`src/rtl/ctimer_pkg.sv`:
```
package ctimer_pkg;
  typedef enum logic [1:0] {
    ADDR_CTRL = 2'd0,
    ADDR_CMP  = 2'd1,
    ADDR_CNT  = 2'd2,
    ADDR_NONE = 2'd3
  } ctimer_addr_e;

  localparam int CTRL_EN_BIT   = 0;
  localparam int CTRL_AUTO_BIT = 1;
endpackage

```
`src/rtl/ctimer_regs.sv`:
```
module ctimer_regs
  import ctimer_pkg::*;
#(
  parameter int W = 32
) (
  input  logic         clk_i,
  input  logic         rst_ni,
  input  logic         wr_i,
  input  ctimer_addr_e addr_i,
  input  logic [W-1:0] wdata_i,
  input  logic         stop_i,
  output logic [W-1:0] ctrl_o,
  output logic [W-1:0] cmp_o,
  output logic         cnt_wr_o,
  output logic         cmp_wr_o
);
  logic [W-1:0] ctrl_q, cmp_q;
  logic         ctrl_wr;

  assign ctrl_wr  = wr_i && (addr_i == ADDR_CTRL);
  assign cmp_wr_o = wr_i && (addr_i == ADDR_CMP);
  assign cnt_wr_o = wr_i && (addr_i == ADDR_CNT);

  // software write wins over the hardware self-clear of the enable bit
  always_ff @(posedge clk_i or negedge rst_ni) begin
    if (!rst_ni) begin
      ctrl_q <= '0;
      cmp_q  <= '0;
    end else begin
      if (ctrl_wr)     ctrl_q <= wdata_i;
      else if (stop_i) ctrl_q[CTRL_EN_BIT] <= 1'b0;
      if (cmp_wr_o)    cmp_q <= wdata_i;
    end
  end

  assign ctrl_o = ctrl_q;
  assign cmp_o  = cmp_q;

  // a one-shot hit clears the enable bit
  assert_self_stop_R4: assert property (@(posedge clk_i) disable iff (!rst_ni)
    stop_i && !ctrl_wr |=> !ctrl_q[CTRL_EN_BIT]);

  // control holds its value unless written or self-cleared
  assert_ctrl_hold_R1: assert property (@(posedge clk_i) disable iff (!rst_ni)
    !ctrl_wr && !stop_i |=> $stable(ctrl_q));

  // compare takes the written value on the next clock
  assert_cmp_load_R7: assert property (@(posedge clk_i) disable iff (!rst_ni)
    cmp_wr_o |=> cmp_q == $past(wdata_i));
endmodule

```
`src/rtl/ctimer_core.sv`:
```
module ctimer_core #(
  parameter int W = 32
) (
  input  logic         clk_i,
  input  logic         rst_ni,
  input  logic         en_i,
  input  logic         auto_i,
  input  logic [W-1:0] cmp_i,
  input  logic         cmp_wr_i,
  input  logic         cnt_wr_i,
  input  logic [W-1:0] cnt_wdata_i,
  output logic [W-1:0] cnt_o,
  output logic         hit_o,
  output logic         stop_o,
  output logic         irq_o
);
  logic [W-1:0] cnt_q;
  logic         irq_q;
  logic         hit_w;

  function automatic logic is_hit(logic en, logic [W-1:0] c, logic [W-1:0] m);
    return en && (c == m);
  endfunction

  function automatic logic [W-1:0] step(logic en, logic hit, logic [W-1:0] c);
    if (!en)     return c;
    else if (hit) return '0;
    else          return c + W'(1);
  endfunction

  assign hit_w  = is_hit(en_i, cnt_q, cmp_i);
  assign stop_o = hit_w && !auto_i;

  always_ff @(posedge clk_i or negedge rst_ni) begin
    if (!rst_ni) begin
      cnt_q <= '0;
      irq_q <= 1'b0;
    end else begin
      irq_q <= hit_w;
      if (cnt_wr_i) cnt_q <= cnt_wdata_i;
      else          cnt_q <= step(en_i, hit_w, cnt_q);
    end
  end

  assign cnt_o = cnt_q;
  assign hit_o = hit_w;
  assign irq_o = irq_q;

  assert_count_step_R2: assert property (@(posedge clk_i) disable iff (!rst_ni)
    en_i && !hit_w && !cnt_wr_i |=> cnt_q == $past(cnt_q) + W'(1));

  // with a nonzero compare a hit cannot repeat on the next cycle
  assert_single_pulse_R3: assert property (@(posedge clk_i) disable iff (!rst_ni)
    hit_w && !cnt_wr_i && !cmp_wr_i && (cmp_i != '0) |=> !hit_w);

  assert_wrap_zero_R5: assert property (@(posedge clk_i) disable iff (!rst_ni)
    hit_w && auto_i && !cnt_wr_i |=> cnt_q == '0);

  assert_load_wins_R9: assert property (@(posedge clk_i) disable iff (!rst_ni)
    cnt_wr_i |=> cnt_q == $past(cnt_wdata_i));

  assert_freeze_R10: assert property (@(posedge clk_i) disable iff (!rst_ni)
    !en_i && !cnt_wr_i |=> $stable(cnt_q) && !irq_q);
endmodule

```
`src/rtl/ctimer.sv`:
```
module ctimer
  import ctimer_pkg::*;
#(
  parameter int W = 32
) (
  input  logic         clk_i,
  input  logic         rst_ni,
  input  logic         reg_wr_i,
  input  logic [1:0]   reg_addr_i,
  input  logic [W-1:0] reg_wdata_i,
  output logic [W-1:0] reg_rdata_o,
  output logic         irq_o
);
  ctimer_addr_e addr;
  logic [W-1:0] ctrl, cmp, cnt;
  logic         cnt_wr, cmp_wr, stop, hit;

  assign addr = ctimer_addr_e'(reg_addr_i);

  ctimer_regs #(.W(W)) u_regs (
    .clk_i    (clk_i),
    .rst_ni   (rst_ni),
    .wr_i     (reg_wr_i),
    .addr_i   (addr),
    .wdata_i  (reg_wdata_i),
    .stop_i   (stop),
    .ctrl_o   (ctrl),
    .cmp_o    (cmp),
    .cnt_wr_o (cnt_wr),
    .cmp_wr_o (cmp_wr)
  );

  ctimer_core #(.W(W)) u_core (
    .clk_i       (clk_i),
    .rst_ni      (rst_ni),
    .en_i        (ctrl[CTRL_EN_BIT]),
    .auto_i      (ctrl[CTRL_AUTO_BIT]),
    .cmp_i       (cmp),
    .cmp_wr_i    (cmp_wr),
    .cnt_wr_i    (cnt_wr),
    .cnt_wdata_i (reg_wdata_i),
    .cnt_o       (cnt),
    .hit_o       (hit),
    .stop_o      (stop),
    .irq_o       (irq_o)
  );

  always_comb begin
    unique case (addr)
      ADDR_CTRL: reg_rdata_o = ctrl;
      ADDR_CMP:  reg_rdata_o = cmp;
      ADDR_CNT:  reg_rdata_o = cnt;
      default:   reg_rdata_o = '0;
    endcase
  end

  // interrupt only follows a hit, so it stays low out of reset
  assert_irq_needs_hit_R8: assert property (@(posedge clk_i) disable iff (!rst_ni)
    !hit |=> !irq_o);
endmodule

```
`config.mk`:
```
export PLATFORM = sky130hd
export DESIGN_NAME = ctimer
export DESIGN_NICKNAME = d
export VERILOG_FILES = /design/src/rtl/ctimer_pkg.sv /design/src/rtl/ctimer_regs.sv /design/src/rtl/ctimer_core.sv /design/src/rtl/ctimer.sv
export SDC_FILE = /design/constraint.sdc
export NUM_CORES = 1
export LEC_CHECK = 0
export BUFFER_PORTS_ARGS = -buffer_cell sky130_fd_sc_hd__buf_2
export CAP_MARGIN = 20
export CORE_ASPECT_RATIO = 0.7
export CORE_MARGIN = 3
export CORE_UTILIZATION = 35
export DETAILED_ROUTE_END_ITERATION = 12
export PLACE_DENSITY = 0.55
export SLEW_MARGIN = 20
export SYNTH_ARGS = -nofsm -noshare
export SYNTH_HDL_FRONTEND = slang
export SYNTH_HIERARCHICAL = 1
export SYNTH_SLANG_ARGS = --single-unit
```
`constraint.sdc`:
```
create_clock -name clk_i -period 3.22 [get_ports clk_i]
set_clock_uncertainty 0.2 [all_clocks]
set_input_delay 0.322 -clock clk_i [delete_from_list [all_inputs] [get_ports clk_i]]
set_output_delay 0.322 -clock clk_i [all_outputs]
set_load 0.01 [all_outputs]
```
==> metrics, run 1 <==
Final min period=2.99 ns; Worst Hold Depth=3; Total Wirelength=17700 um; clk slew on worst S/H paths=0.07 ns; antenna violations before repair=0; Vias/cell=5.66; DRT iter0 DRCs=484; Die Wd=161 um; DP Area=6400 um2; register-to-register setup slack=0.23 ns; largest net degree at the start of global routing=52; Antenna Nets Post-Route=0; synthesis warning total=6; Max clock buf depth=2; CP Launch Type=flop; Die Area=18500 um2; DRC Markers=0; GRT Overall Usage=19.4%; Die Span Y=115 um; leak pwr=2.79 nW; vias in the first global route=4701; CTS tree=done; Via Count=4751; layout cell share with drive strength beyond 1=29.3%; outcome=complete, no violations; endpoint type of the worst setup path=flop; IO Port Bufs=69; worst slew pin tran=0.803 ns; first-pass GRT wire length=28000 um; CP Data Required Time=3.25 ns; RSZ-0062 raised after global routing=no; grt ovf=0; Syn Std Cell Area=5910 um2; Crit Path Max Fanout=6; Worst Path Arrival=3.02 ns; kind of critical path=reg -> reg; internal power=2.68 mW; TNS Setup=0 ns; Post-Synthesis Cells=558; Post-Place Setup Slack=0.282 ns; worst hold endpoint=u_core/cnt_o[12]$_DFFE_PN0P_; clock power share=29.6%; boundary pin count=70; antenna diode count=0; Setup Buffers After CTS=0; initial cell density of the core=36.0%; RR Endpoint=u_regs/ctrl_o[0]$_DFFE_PN0P_; dpl hpwl=12300 um; worst hold path class=in -> reg; Syn Area/Cell=10.6 um2; pwr/cell area=596 nW/um2; Worst Hold Launch=reg_wdata_i[12]; maximum vdd drop=0.232 mV; Max Slew Vio Count=0; Reg power frac=42.9%; core area=16400 um2; Max-Cap Viols=0; Reg2Reg Launch Point=u_core/cnt_o[27]$_DFFE_PN0P_; Worst path max stage delay=0.71 ns; CTS root buffer=clkbuf_16; syn_nets=596; Final Cell Area=6740 um2; Routability Congestion=0.885; CP Cell Sequence=xnor2_1, nand4_1, nor4_1, nand4_1, nor4_1, nor2b_1, nor2b_1, mux2_2; Tcrit/Tclk final=92.9%; fmax=0.334 GHz; Layout area overhead=14.0%; row cnt=39; Hold Fails Final Rpt=0; worst r2r path cells=8; Max-Slew Margin vs Limit=46.4%; Tot Pwr=4.02 mW; H-tree level count=3; Detailed Routing Iterations Pass 1=5; combinational share of power=27.5%; final net count=648; final setup fails=0; CP max stage cell=nor4_1; DR WL/cell=21.1 um; Setup crit start=u_core/cnt_o[27]$_DFFE_PN0P_; Sw Share=33.4%; CTS Sinks=97; worst setup margin=0.230 ns; Skew-Pair Late Insertion Delay=0.34 ns; total CTS buffers=9; Switch Pwr=1.34 mW
[layout make-up]
cell class | count | area (um2)
Inverter | 13 | 48.8
Tap cell | 225 | 282
Sequential cell | 97 | 2430
Fill cell | 1629 | 9700
Clock buffer | 11 | 253
Clock inverter | 4 | 76.3
Multi-Input combinational cell | 405 | 3170
Timing Repair Buffer | 84 | 488
[worst max-delay path by stage]
stage                                         to  slack [ns]  cells after the start
finish              u_regs/ctrl_o[0]$_DFFE_PN0P_        0.23                      8
global placement    u_regs/ctrl_o[0]$_DFFE_PN0P_        0.24                      8
CTS                 u_regs/ctrl_o[0]$_DFFE_PN0P_        0.26                      8
detailed placement  u_regs/ctrl_o[0]$_DFFE_PN0P_        0.28                      8
global route        u_regs/ctrl_o[0]$_DFFE_PN0P_         0.1                      8
floorplan           u_regs/ctrl_o[0]$_DFFE_PN0P_        1.03                      9
[metrics by stage]
step,std cells,util (%),hold slack (ns)
after floorplan,558,-,-0.174
after global placement,823,38.9,0.210
after detailed placement,823,38.9,0.214
after CTS,839,41.0,0.00647
after global routing,839,41.0,0.0234
final,839,41.0,0.0158
[power by group through the flow]
stage	logic, mW	registers (mW)	clock network [mW]
after floorplan	0.790	1.64	0
after global placement	1.08	1.73	0
after detailed placement	1.09	1.75	0
after CTS	1.10	1.72	1.22
after global routing	1.21	1.77	1.28
final	1.11	1.72	1.19
[state kept, by name (all words and copies together), names as in the netlist]
| name | flops |
|---|---|
| u_core/cnt_o | 32 |
| u_core/irq_o | 1 |
| u_regs/cmp_o | 32 |
| u_regs/ctrl_o | 32 |
[critical path, delay by kind of cell, from the launching register on]
kind             cells  cell delay [ns]
AND/OR/NAND/NOR      6             1.53
flip-flops           1             0.47
XOR/XNOR             1             0.42
multiplexers         1             0.25
[repair_timing]
action,CTS,global route
gates resized for setup,0,0
hold buffers,1,0
endpoints found under the hold margin,50,0
[cells in the final DEF (no fill, tap or decap), types with 10 or more instances in the layout]
| cell type | n |
|---|---|
| dfrtp_1 | 97 |
| buf_2 | 68 |
| mux2_2 | 64 |
| nand2_1 | 40 |
| mux2i_1 | 32 |
| xnor2_1 | 25 |
| nor2_1 | 25 |
| o2bb2ai_1 | 22 |
| xor2_1 | 19 |
| nand4_1 | 18 |
| nor3_1 | 17 |
| and3_1 | 17 |
| o21ai_0 | 15 |
| buf_4 | 13 |
| nor4_1 | 13 |
| nand3_1 | 13 |
| inv_1 | 12 |
| o2bb2ai_2 | 10 |
| o31ai_1 | 10 |
| a21oi_1 | 10 |
[metal layers]
metal	wire length, um	up-vias	global-route usage (%)
li1	-	2170	-
met1	8680	2351	29.7
met2	7290	205	27.8
met3	1500	25	4.50
met4	242	0	4.18
met5	0	-	0
(Power assumes the default switching activity.)
==> inputs of run 2 (changes only) <==
--- a/config.mk
+++ b/config.mk
@@ -11,9 +11,8 @@
 export CORE_MARGIN = 3
 export CORE_UTILIZATION = 35
 export DETAILED_ROUTE_END_ITERATION = 12
-export PLACE_DENSITY = 0.55
+export PLACE_DENSITY = 0.56
 export SLEW_MARGIN = 20
 export SYNTH_ARGS = -nofsm -noshare
 export SYNTH_HDL_FRONTEND = slang
-export SYNTH_HIERARCHICAL = 1
 export SYNTH_SLANG_ARGS = --single-unit
==> metrics, run 2 <==
Vias/cell=5.42 (was 5.66); layout cell share with drive strength beyond 1=32.4% (was 29.3%); maximum vdd drop=0.235 mV (was 0.232 mV); post-synth top area cell=dfrtp_1; worst hold endpoint=u_core.cnt_o[31]$_DFFE_PN0P_ (was u_core/cnt_o[12]$_DFFE_PN0P_); Hold WS=0.0233 ns (was 0.0158 ns); Tot Pwr=3.97 mW (was 4.02 mW); Synth Area in Adders=0.217%; clock power share=29.9% (was 29.6%); Hold Fails Final Rpt=0 (unchanged); RSZ-0062 raised after global routing=no (unchanged); CTS root buffer=clkbuf_16 (unchanged); Worst Path Arrival=2.42 ns (was 3.02 ns); Max Slew Vio Count=0 (unchanged); Post-Synthesis Cells=563 (was 558); clk slew on worst S/H paths=0.07 ns (about the same); Synth cell types=53; Via Count=4610 (was 4751); Synth Area in Compound Gates=8.46%; core area=15800 um2 (was 16400 um2); largest net degree at the start of global routing=52 (unchanged); initial cell density of the core=36.4% (was 36.0%); commonest non-fill, non-tap cell in the layout=dfrtp_1 (unchanged); leak pwr=2.82 nW (was 2.79 nW); row cnt=38 (was 39); Setup Buffers After CTS=0 (unchanged); Total Wirelength=16500 um (was 17700 um); Die Span Y=113 um (was 115 um); dpl hpwl=12100 um (was 12300 um); Skew-Pair Late Insertion Delay=0.35 ns (was 0.34 ns); multiplexer area fraction after synthesis=18.4%; top_reg_cell synth=dfrtp_1; # hold bufs at CTS=2 (was 1); RR Endpoint=u_core.cnt_o[6]$_DFFE_PN0P_ (was u_regs/ctrl_o[0]$_DFFE_PN0P_); outcome=complete, no violations (unchanged); share of the synthesized area in the top cell type=42.1%; worst slew pin tran=0.653 ns (was 0.803 ns); Routability Congestion=0.895 (was 0.885); Synth Register Bits=97; antenna diode count=0 (unchanged); kind of critical path=reg -> reg (unchanged); fmax=0.418 GHz (was 0.334 GHz); Die Wd=159 um (was 161 um); Crit Path Max Fanout=16 (was 6); DRC Markers=0 (unchanged); Max-Slew Margin vs Limit=56.5% (was 46.4%); largest family of logic cells by synthesized area=simple AND/OR/NAND/NOR gates; commonest cells in the netlist=dfrtp_1 (97), mux2_2 (63), nand2_1 (55), mux2i_1 (35), o21ai_0 (35); TNS Setup=0 ns (unchanged); Antenna Nets Post-Route=0 (unchanged); boundary pin count=70 (unchanged); antenna violations before repair=0 (unchanged); register-to-register setup slack=0.83 ns (was 0.23 ns); Sw Share=33.9% (was 33.4%); H-tree level count=3 (unchanged); Layout area overhead=16.6% (was 14.0%); Post-synth EDFFs=0; DR WL/cell=19.5 um (was 21.1 um); fillcell total=1550 (was 1629); Worst Hold Launch=reg_wdata_i[31] (was reg_wdata_i[12]); first-pass GRT wire length=26500 um (was 28000 um); CTS tree=done (unchanged); Syn Std Cell Area=5770 um2 (was 5910 um2); endpoint type of the worst setup path=flop (unchanged); commonest non-fill, non-tap cells in the layout=dfrtp_1 (97), buf_2 (68), mux2_2 (63) (was dfrtp_1 (97), buf_2 (68), mux2_2 (64)); internal power=2.63 mW (was 2.68 mW); Die Area=18100 um2 (was 18500 um2); DRT iter0 DRCs=254 (was 484); worst hold path class=in -> reg (unchanged); GRT Overall Usage=18.6% (was 19.4%); Detailed Routing Iterations Pass 1=4 (was 5); CTS Sinks=97 (unchanged); Tcrit/Tclk final=74.3% (was 92.9%); grt ovf=0 (unchanged); pwr/cell area=591 nW/um2 (was 596 nW/um2); CP Data Required Time=3.25 ns (about the same); Final min period=2.39 ns (was 2.99 ns); Post-Synth Simple-Gate Area=20.6%; total CTS buffers=9 (unchanged); vias in the first global route=4672 (was 4701); syn_nets=601 (was 596); combinational share of power=26.5% (was 27.5%); most common cell in the netlist=dfrtp_1; sequential-to-total area share from yosys stat=42.1%; FFs w/ async S/R, synth=100%; IO Port Bufs=69 (unchanged); final setup fails=0 (unchanged); Worst Hold Depth=3 (unchanged); Reg2Reg Launch Point=u_core.cnt_o[3]$_DFFE_PN0P_ (was u_core/cnt_o[27]$_DFFE_PN0P_); synth top area cells=dfrtp_1 (42%), mux2_2 (12%), mux2i_1 (6.1%), xor2_1 (4.4%), nand2_1 (3.6%); Syn Area/Cell=10.2 um2 (was 10.6 um2); Reg power frac=43.6% (was 42.9%); Post-Synth XOR/XNOR Area=6.68%; Max clock buf depth=2 (unchanged); final net count=663 (was 648); Switch Pwr=1.35 mW (was 1.34 mW); CP Launch Type=flop (unchanged); Max-Cap Viols=0 (unchanged); worst r2r path cells=6 (was 8); cts repair resizes=0 (unchanged); synthesis warning total=0 (was 6)
-- run 2: changes by cell type in the layout (fill, tap and decap cells not counted), moves of 8 or more --
cell       previous run  this run
xnor2_1              25        15
nor3_2                1        10
nand2_1              40        55
nor3_1               17        26
o21ai_0              15        35
o2bb2ai_1            22         0
and3_1               17         7
buf_4                13        21
xor2_1               19        29
o2bb2ai_2            10         0
nor2_1               25        33
o31ai_1              10         2
-- run 2: cell type report --
| cell class | instances | area (um2) | share of cell area, % |
|---|---|---|---|
| Multi-Input combinational cell | 420 | 3140 | 46.7 |
| Sequential cell | 97 | 2430 | 36.1 |
| Timing Repair Buffer | 92 | 538 | 8.00 |
| Tap cell | 220 | 275 | 4.09 |
| Clock buffer | 9 | 225 | 3.35 |
| Clock inverter | 7 | 101 | 1.51 |
| Inverter | 5 | 18.8 | 0.279 |
-- run 2: critical path, stage by stage, from the launching register on --
cell	delay (ns)
dfrtp_1	0.49
xor2_1	0.23
nor4_1	0.35
nand4_2	0.25
nor4_4	0.32
buf_4	0.33
nor3_1	0.10
-- run 2: worst max path at each step --
| stage | to | slack, ns | cells after the start | start |
|---|---|---|---|---|
| final | u_core.cnt_o[6]$_DFFE_PN0P_ | 0.83 | 6 | u_core.cnt_o[3]$_DFFE_PN0P_ |
| after global routing | u_core.cnt_o[27]$_DFFE_PN0P_ | 0.66 | 5 | u_core.cnt_o[8]$_DFFE_PN0P_ |
| after CTS | u_core.cnt_o[5]$_DFFE_PN0P_ | 0.83 | 6 | u_core.cnt_o[3]$_DFFE_PN0P_ |
| after detailed placement | u_core.cnt_o[26]$_DFFE_PN0P_ | 0.85 | 6 | u_core.cnt_o[1]$_DFFE_PN0P_ |
| after global placement | u_core.cnt_o[25]$_DFFE_PN0P_ | 0.87 | 5 | u_core.cnt_o[3]$_DFFE_PN0P_ |
| after floorplan | u_core.cnt_o[18]$_DFFE_PN0P_ | 1.09 | 7 | u_core.cnt_o[2]$_DFFE_PN0P_ |
-- run 2: metrics by stage --
step / utilization, % / area [um2] / worst slack, ns / std cells
2_1_floorplan: - / 5770 / 1.09 / 563
3_3_place_gp: 40.3 / 6380 / 0.870 / 832
3_5_place_dp: 40.3 / 6380 / 0.846 / 832
4_1_cts: 42.5 / 6730 / 0.835 / 850
5_1_grt: 42.5 / 6730 / 0.660 / 850
6_report: 42.5 / 6730 / 0.826 / 850
-- run 2: logic make-up (layout without fill, tap and decap cells) --
group / Yosys count / count (layout)
AND/OR/NAND/NOR: 205 / 205
multiplexers: 98 / 98
flip-flops: 97 / 97
AO/OA/AOI/OAI: 72 / 72
buffers and inverters: 46 / 113
XOR/XNOR: 44 / 44
adder cells (fa/ha/maj): 1 / 1
-- run 2: power groups by stage --
stage	clock network, mW	registers, mW	logic, mW
after global routing	1.26	1.77	1.16
after detailed placement	0	1.75	1.05
after CTS	1.22	1.73	1.06
final	1.19	1.73	1.05
after floorplan	0	1.64	0.773
after global placement	0	1.73	1.04
-- run 2: per-layer routing --
| metal | GRT usage, % | vias to the layer above | part of all wire (%) |
|---|---|---|---|
| met2 | 28.1 | 135 | 43 |
| met4 | 3.91 | 0 | 1.2 |
| met5 | 0 | - | 0 |
| li1 | - | 2157 | - |
| met1 | 27.4 | 2305 | 50 |
| met3 | 4.14 | 13 | 5.4 |
